File: config.mk
export PLATFORM = sky130hd
export DESIGN_NAME = pgaddr_gen
export DESIGN_NICKNAME = d
export VERILOG_FILES = /design/src/rtl/pgaddr_pkg.sv /design/src/rtl/pg_cand.sv /design/src/rtl/pg_pc_reg.sv /design/src/rtl/pg_addr_mux.sv /design/src/rtl/pgaddr_gen.sv
export SDC_FILE = /design/constraint.sdc
export NUM_CORES = 1
export LEC_CHECK = 0
export ABC_AREA = 1
export BUFFER_PORTS_ARGS = -buffer_cell sky130_fd_sc_hd__buf_2
export CORE_ASPECT_RATIO = 1.75
export CORE_MARGIN = 8
export CORE_UTILIZATION = 53
export CTS_CLUSTER_DIAMETER = 200
export DETAILED_ROUTE_END_ITERATION = 10
export PLACE_DENSITY = 0.9
export SYNTH_ARGS = -nofsm -noshare
export SYNTH_HDL_FRONTEND = slang
export SYNTH_SLANG_ARGS = --single-unit
File: constraint.sdc
create_clock -name clk -period 1.9 [get_ports clk]
set_input_delay 0.095 -clock clk [delete_from_list [all_inputs] [get_ports clk]]
set_output_delay 0.095 -clock clk [all_outputs]
set_load 0.05 [all_outputs]
File: src/rtl/pgaddr_pkg.sv
package pgaddr_pkg;
  // Next-PC source codes
  typedef enum logic [1:0] {
    PC_STEP = 2'b00,
    PC_PAGE = 2'b01,
    PC_REGV = 2'b10,
    PC_BUSV = 2'b11
  } pc_src_e;

  // Memory address source codes
  typedef enum logic [1:0] {
    AD_PAGE = 2'b00,
    AD_BASE = 2'b01,
    AD_TRAP = 2'b10,
    AD_RSVD = 2'b11
  } addr_src_e;
endpackage

File: src/rtl/pg_cand.sv
// Builds every candidate address from PC, instruction fields and base value.
module pg_cand #(
  parameter int AW  = 16,
  parameter int PW  = 9,
  parameter int BOW = 6,
  parameter int TW  = 8
) (
  input  logic [AW-1:0] pc,
  input  logic [PW-1:0] ifield,
  input  logic [AW-1:0] base_val,
  output logic [AW-1:0] step_addr,
  output logic [AW-1:0] page_addr,
  output logic [AW-1:0] base_addr,
  output logic [AW-1:0] trap_addr
);
  localparam int PGW = AW - PW;

  function automatic logic [AW-1:0] f_step(input logic [AW-1:0] p);
    return p + AW'(1);
  endfunction

  function automatic logic [AW-1:0] f_page(input logic [AW-1:0] p,
                                           input logic [PW-1:0] off);
    return {p[AW-1 -: PGW], off};
  endfunction

  function automatic logic [AW-1:0] f_base(input logic [AW-1:0] b,
                                           input logic [BOW-1:0] off);
    return b + {{(AW-BOW){1'b0}}, off};
  endfunction

  function automatic logic [AW-1:0] f_trap(input logic [TW-1:0] vec);
    return {{(AW-TW){1'b0}}, vec};
  endfunction

  assign step_addr = f_step(pc);
  assign page_addr = f_page(pc, ifield);
  assign base_addr = f_base(base_val, ifield[BOW-1:0]);
  assign trap_addr = f_trap(ifield[TW-1:0]);
endmodule

File: src/rtl/pg_pc_reg.sv
// Next-PC selection and the PC register.
module pg_pc_reg
  import pgaddr_pkg::*;
#(
  parameter int          AW       = 16,
  parameter logic [15:0] RESET_PC = 16'h3000
) (
  input  logic          clk,
  input  logic          rst_n,
  input  logic          load,
  input  pc_src_e       sel,
  input  logic [AW-1:0] step_addr,
  input  logic [AW-1:0] page_addr,
  input  logic [AW-1:0] reg_val,
  input  logic [AW-1:0] bus_val,
  output logic [AW-1:0] pc,
  output logic [AW-1:0] next_pc
);
  always_comb begin
    unique case (sel)
      PC_STEP: next_pc = step_addr;
      PC_PAGE: next_pc = page_addr;
      PC_REGV: next_pc = reg_val;
      PC_BUSV: next_pc = bus_val;
      default: next_pc = step_addr;
    endcase
  end

  always_ff @(posedge clk or negedge rst_n) begin
    if (!rst_n)    pc <= AW'(RESET_PC);
    else if (load) pc <= next_pc;
  end
endmodule

File: src/rtl/pg_addr_mux.sv
// Memory address selection; reserved code falls back to page-direct.
module pg_addr_mux
  import pgaddr_pkg::*;
#(
  parameter int AW = 16
) (
  input  addr_src_e     sel,
  input  logic [AW-1:0] page_addr,
  input  logic [AW-1:0] base_addr,
  input  logic [AW-1:0] trap_addr,
  output logic [AW-1:0] mem_addr
);
  always_comb begin
    unique case (sel)
      AD_PAGE: mem_addr = page_addr;
      AD_BASE: mem_addr = base_addr;
      AD_TRAP: mem_addr = trap_addr;
      AD_RSVD: mem_addr = page_addr;
      default: mem_addr = page_addr;
    endcase
  end
endmodule

File: src/rtl/pgaddr_gen.sv
module pgaddr_gen
  import pgaddr_pkg::*;
#(
  parameter int          AW       = 16,
  parameter int          IW       = 16,
  parameter int          PW       = 9,
  parameter int          BOW      = 6,
  parameter int          TW       = 8,
  parameter logic [15:0] RESET_PC = 16'h3000
) (
  input  logic          clk,
  input  logic          rst_n,
  input  logic          pc_load,
  input  logic [1:0]    pc_sel,
  input  logic [1:0]    addr_sel,
  input  logic [IW-1:0] instr,
  input  logic [AW-1:0] base_val,
  input  logic [AW-1:0] bus_val,
  output logic [AW-1:0] pc,
  output logic [AW-1:0] mem_addr
);
  // Named internal events for the checker
  logic [AW-1:0] step_addr;
  logic [AW-1:0] page_addr;
  logic [AW-1:0] base_addr;
  logic [AW-1:0] trap_addr;
  logic [AW-1:0] next_pc;
  logic          instr_hi_unused;

  assign instr_hi_unused = ^instr[IW-1:PW];

  pg_cand #(.AW(AW), .PW(PW), .BOW(BOW), .TW(TW)) u_cand (
    .pc        (pc),
    .ifield    (instr[PW-1:0]),
    .base_val  (base_val),
    .step_addr (step_addr),
    .page_addr (page_addr),
    .base_addr (base_addr),
    .trap_addr (trap_addr)
  );

  pg_pc_reg #(.AW(AW), .RESET_PC(RESET_PC)) u_pc (
    .clk       (clk),
    .rst_n     (rst_n),
    .load      (pc_load),
    .sel       (pc_src_e'(pc_sel)),
    .step_addr (step_addr),
    .page_addr (page_addr),
    .reg_val   (base_val),
    .bus_val   (bus_val),
    .pc        (pc),
    .next_pc   (next_pc)
  );

  pg_addr_mux #(.AW(AW)) u_amux (
    .sel       (addr_src_e'(addr_sel)),
    .page_addr (page_addr),
    .base_addr (base_addr),
    .trap_addr (trap_addr),
    .mem_addr  (mem_addr)
  );
endmodule

# Word level (Yosys, flattened, before mapping)
# Cells that the tools add are included.
[totals]
output_inout_bits = 32
in_bits = 55
reg_bits = 16
word_cells = 17
[classes]
n_eq_ne = 6
muxes = 2
addsub = 2
reduce_logical = 4
n_bitwise = 1
[ops]
columns = ["op", "count"]
rows = [
  ["$pmux 16 s4", 1],
  ["$pmux 16 s3", 1],
  ["$add 16x1->16 const B", 1],
  ["$add 16x6->16", 1],
  ["$eq 2x2->1 const B", 4],
  ["$eq 2x1->1 const B", 2],
  ["$logic_not 2->1", 2],
  ["$reduce_and 2->1", 1],
  ["$reduce_or 2->1", 1],
  ["$not 1->1", 1],
]

# Depth between registers and ports, before layout
[depth]
depth_word = 3
mapped_depth = 11
depth_no_buf = 11

# By module
# From an unflattened synthesis, not the netlist that was laid out.
[unflattened]
cells_unflattened = 507
area_unflattened_um2 = 2967.8
[modules_own_cells]
columns = ["mod", "instances", "area_per_inst_um2", "cells_each", "seq_area_each_um2"]
rows = [
  ["pg_pc_reg", 1, 1275.0, 193, 402.9],
  ["pg_cand", 1, 1196.1, 206, 0.0],
  ["pg_addr_mux", 1, 496.7, 108, 0.0],
]

# Worst setup path before layout
# OpenSTA, ideal clock, no wires.
[synth_path]
path_type = "input port to output port"
from = "in instr[0]"
to = "out mem_addr[10]"
slack_ns = -0.445
stages = 9
t_arrival_ns = 2.250
n_path_buf = 0
required_time_ns = 1.805
cell_sequence = "ha_1 -> fa_1 -> nand2_1 -> nand3_1 -> nand3b_1 -> nand2_1 -> nand3_1 -> nand2_1 -> o21ai_0"
[synth_via]
elab_chain_cells = 2
[synth_lines]
columns = ["element", "line_no", "rtl"]
rows = [
  ["from (decl)", "pgaddr_gen.sv:16", "input logic [IW-1:0] instr,"],
  ["$add 16x6->16", "pg_cand.sv:29", "return b + {{(AW-BOW){1'b0}}, off};"],
  ["$pmux 16 s3", "pg_addr_mux.sv:14", "unique case (sel)"],
  ["to (decl)", "pgaddr_gen.sv:20", "output logic [AW-1:0] mem_addr"],
]
# No other way between the ends.

# Worst setup path in the final report
# Same ends and word-level chain as after synthesis.

==> metrics.md <==
| Metric | Value |
|---|---|
| Total gr overflow | `0` |
| Finish-stage setup viols | `0` |
| Period utilization | `93.3%` |
| Clock tree root driver cell | `clkbuf_8` |
| Unique cell type count in the Yosys netlist | `35` |
| Sequential Power Share | `28.0%` |
| Y dimension of the die | `100 µm` |
| Summed negative setup slack over all endpoints | `0 ns` |
| Number of sinks handled by clock tree synthesis | `16` |
| Pwr/cell area | `641 nW/µm²` |
| Area Overhead vs Synth | `25.7%` |
| Die width | `64.0 µm` |
| IR drop worst, VDD | `386 µV` |
| Number of global-route vias before repair | `2776` |
| Switching part of the total | `52.5%` |
| EDFF count, synth | `0` |
| Starting DRC count in detailed routing | `124` |
| Net total in the final layout | `516` |
| Gp weighted congestion | `0.912` |
| Post-layout min period | `1.77 ns` |
| Power share of the combinational group | `56.1%` |
| Maximum number of pins on one net before global-route repair | `17` |
| Worst-case clock skew | `0.00773 ns` |
| Mean area per synthesized cell | `5.80 µm²` |
| Number of flip-flops in the largest register | `16` |
| Proportion of register bits with asynchronous set or reset after synthesis | `100%` |
| Required time reported for the critical path endpoint | `1.80 ns` |
| Most common flop cell mapped by yosys | `dfrtp_1` |
| Clock network fraction of design power | `15.9%` |
| Num ports | `87` |
| Area of the core | `3870 µm²` |
| Clock tree from TritonCTS | `done` |
| Routed vias/inst | `5.45` |
| Kind of start point of the critical path | `input pin` |
| Net Switching | `904 µW` |
| Postcts setup bufs | `0` |
| Number of nets produced by synthesis | `433` |
| Number of diodes added for antenna fixing | `0` |
| Cell area after technology mapping | `2130 µm²` |
| Overall routing resource usage | `22.0%` |
| Sequential share of the synthesized area | `18.9%` |
| Most frequent cell on the critical path | `nand2_1` |
| Cells traversed along the worst timing path | `buf_2 > ha_1 > fa_2 > nand2_1 > nand3_2 > nand3b_1 > nand2_2 > nand3_1 > nand2_1 > o21ai_1 > clkbuf_4` |
| Run status | `finished clean` |
| Number of warnings printed during yosys synthesis | `0` |
| Capturing element type of the critical path | `output pin` |
| Internal Power | `817 µW` |
| Final total power | `1720 µW` |
| Biggest regs | `u_pc.pc x16` |
| Total Routed Length | `7.03 mm` |
| Clock buffers created by TritonCTS | `3` |
| Flip-flop and latch count after synthesis | `16` |
| First drt pass iteration count | `5` |
| Kind of critical path | `in2out` |
| Critical Path AT | `1.68 ns` |
| Actual slew at the worst max-slew pin | `0.381 ns` |
| Mapped Cells | `368` |
| Cell Rows | `30` |
| Initial core utilization | `55.2%` |
| Register with the most flip-flops | `u_pc.pc` |
| Peak fanout along the critical path | `5` |
| CP max stage cell | `fa_2` |
| Antenna violations before repair | `0` |
| Clock latency of the later-clocked register in the worst-skew pair | `0.26 ns` |
| Maximum operating frequency | `564 MHz` |
| Post-route DRC | `0` |
| Final std cell area, no fill | `2680 µm²` |
| Half-perimeter wire length after detailed placement | `5.90 mm` |
| Quantity of I/O buffers inserted on ports | `79` |
| Clock Tree Buf Depth | `2` |
| Worst-case headroom to the max-slew limit | `74.6%` |
| Leakage dissipation | `0.00146 µW` |
| First-pass GRT wire length | `11.7 mm` |
| Fraction of final layout cells sized beyond drive strength 1 | `26.4%` |
| Wire length per cell | `14.1 µm` |
| CTS H-tree depth | `1` |
| Final Non-Filler Cells | `498` |
| Share of the core filled with cells in the final layout | `69.4%` |
| Vias after detailed routing | `2716` |
| Clock slew at reported path FFs | `0.06 ns` |
| Type of the tightest min-delay check | `in2reg` |
| Number of cells after detailed placement | `493` |
| Max-cap violations | `0` |
| Placed cell area | `2590 µm²` |
| Crit-path max cell delay | `0.34 ns` |
| Slew Viols, Final | `0` |
| Final hold violation count | `0` |
| Total die area | `6390 µm²` |
| Post-detailed-route count of antenna-violating nets | `0` |
[layout make-up]
cell class	instances	area (µm²)
sequential	16	403
fill	372	1180
clock buffer	4	45.0
tap	48	60.1
timing repair buffer	84	462
inverter	45	169
multi-input combinational	301	1550
[per-layer routing]
layer	wire [µm]	part of all wire (%)	GRT usage [%]
met1	2590	37	20.5
met2	3830	54	41.7
met3	314	4.5	4.02
met4	295	4.2	13.8
met5	0	0	0
[cells in the mapped netlist (2+ instances only)]
| cell | count | area share, % |
|---|---|---|
| nand3_1 | 41 | 9.6 |
| nor2_2 | 4 | 1.2 |
| inv_1 | 39 | 6.9 |
| dfrtp_1 | 14 | 16 |
| o21ai_0 | 21 | 4.9 |
| nor2_4 | 5 | 2.6 |
| nor3_1 | 5 | 1.2 |
| nand4_1 | 2 | 0.59 |
| dfstp_2 | 2 | 2.5 |
| inv_2 | 6 | 1.1 |
| xnor2_1 | 3 | 1.2 |
| a21oi_1 | 20 | 4.7 |
| nor2_1 | 32 | 5.6 |
| nand2_1 | 128 | 23 |
| a41oi_1 | 2 | 0.82 |
| ha_1 | 9 | 5.3 |
| a31oi_1 | 2 | 0.59 |
| a22oi_1 | 2 | 0.70 |
| clkbuf_1 | 3 | 0.53 |
| nand2_2 | 6 | 1.8 |
| xor2_1 | 3 | 1.2 |
| a211oi_1 | 4 | 1.4 |
| and2_1 | 3 | 0.88 |
[cells by family after synthesis]
kind of cell | count (synthesis) | synth area share (%)
simple gates | 232 | 49.1
compound gates | 53 | 13.8
fa+ha+maj | 10 | 6.21
xor+xnor | 6 | 2.46
flops | 16 | 18.9
buf+inv | 51 | 9.50
[repair_timing]
action,4_1_cts,5_1_grt
pin swaps,0,2
endpoints found under the hold margin,14,0
hold buffers,1,0
endpoints found under the setup margin,2,8
resized for setup,2,13
[stage by stage]
| stage | hold slack (ns) | setup WS [ns] |
|---|---|---|
| floorplan | -0.201 | -0.0671 |
| global placement | 0.0275 | 0.0268 |
| CTS | 0.135 | 0.0164 |
| detailed placement | 0.0321 | -0.0105 |
| finish | 0.136 | 0.127 |
| global route | 0.156 | -0.0113 |
[worst max-delay path, delay by kind of cell]
family / cells / cell delay (ns)
simple gates: 6 / 0.55
fa+ha+maj: 2 / 0.57
buf+inv: 2 / 0.35
compound gates: 1 / 0.11
[power by group through the flow]
stage,combinational (µW),sequential (µW),clock [µW]
after floorplan,515,643,0
after global placement,925,483,0
after detailed placement,940,485,0
after CTS,948,480,272
after global routing,1040,491,280
final,965,482,274
[layout by cell type (no fill, tap or decap), types with 3 or more instances in the layout]
| cell type | Yosys | layout |
|---|---|---|
| buf_2 | 0 | 73 |
| inv_1 | 39 | 39 |
| inv_2 | 6 | 6 |
| dfrtp_1 | 14 | 14 |
| nand2_2 | 6 | 7 |
| nand2_1 | 128 | 127 |
| a211oi_1 | 4 | 4 |
| clkbuf_4 | 0 | 3 |
| xor2_1 | 3 | 3 |
| buf_4 | 1 | 4 |
| clkbuf_8 | 0 | 3 |
| nor2_1 | 32 | 32 |
| o21ai_0 | 21 | 16 |
| nor2_4 | 5 | 5 |
| a21oi_1 | 20 | 20 |
| buf_6 | 1 | 3 |
| xnor2_1 | 3 | 3 |
| ha_1 | 9 | 9 |
| nor3_1 | 5 | 5 |
| nor2_2 | 4 | 4 |
| nand3_1 | 41 | 40 |
| o21ai_1 | 0 | 4 |
[final timing paths]
| path | from | end | slack, ns | depth (start not counted) |
|---|---|---|---|---|
| max reg2reg | u_pc.pc[1] | u_pc.pc[14] | 0.33 | 9 |
| max | instr[0] | mem_addr[10] | 0.13 | 11 |
| max in group asynchronous | rst_n | u_pc.pc[13] | 1.30 | 2 |
| min in group asynchronous | rst_n | u_pc.pc[2] | 0.28 | 2 |
| min | bus_val[12] | u_pc.pc[12] | 0.14 | 3 |
| min reg2reg | u_pc.pc[12] | u_pc.pc[12] | 0.54 | 2 |
Power figures use the tool's default switching activity.
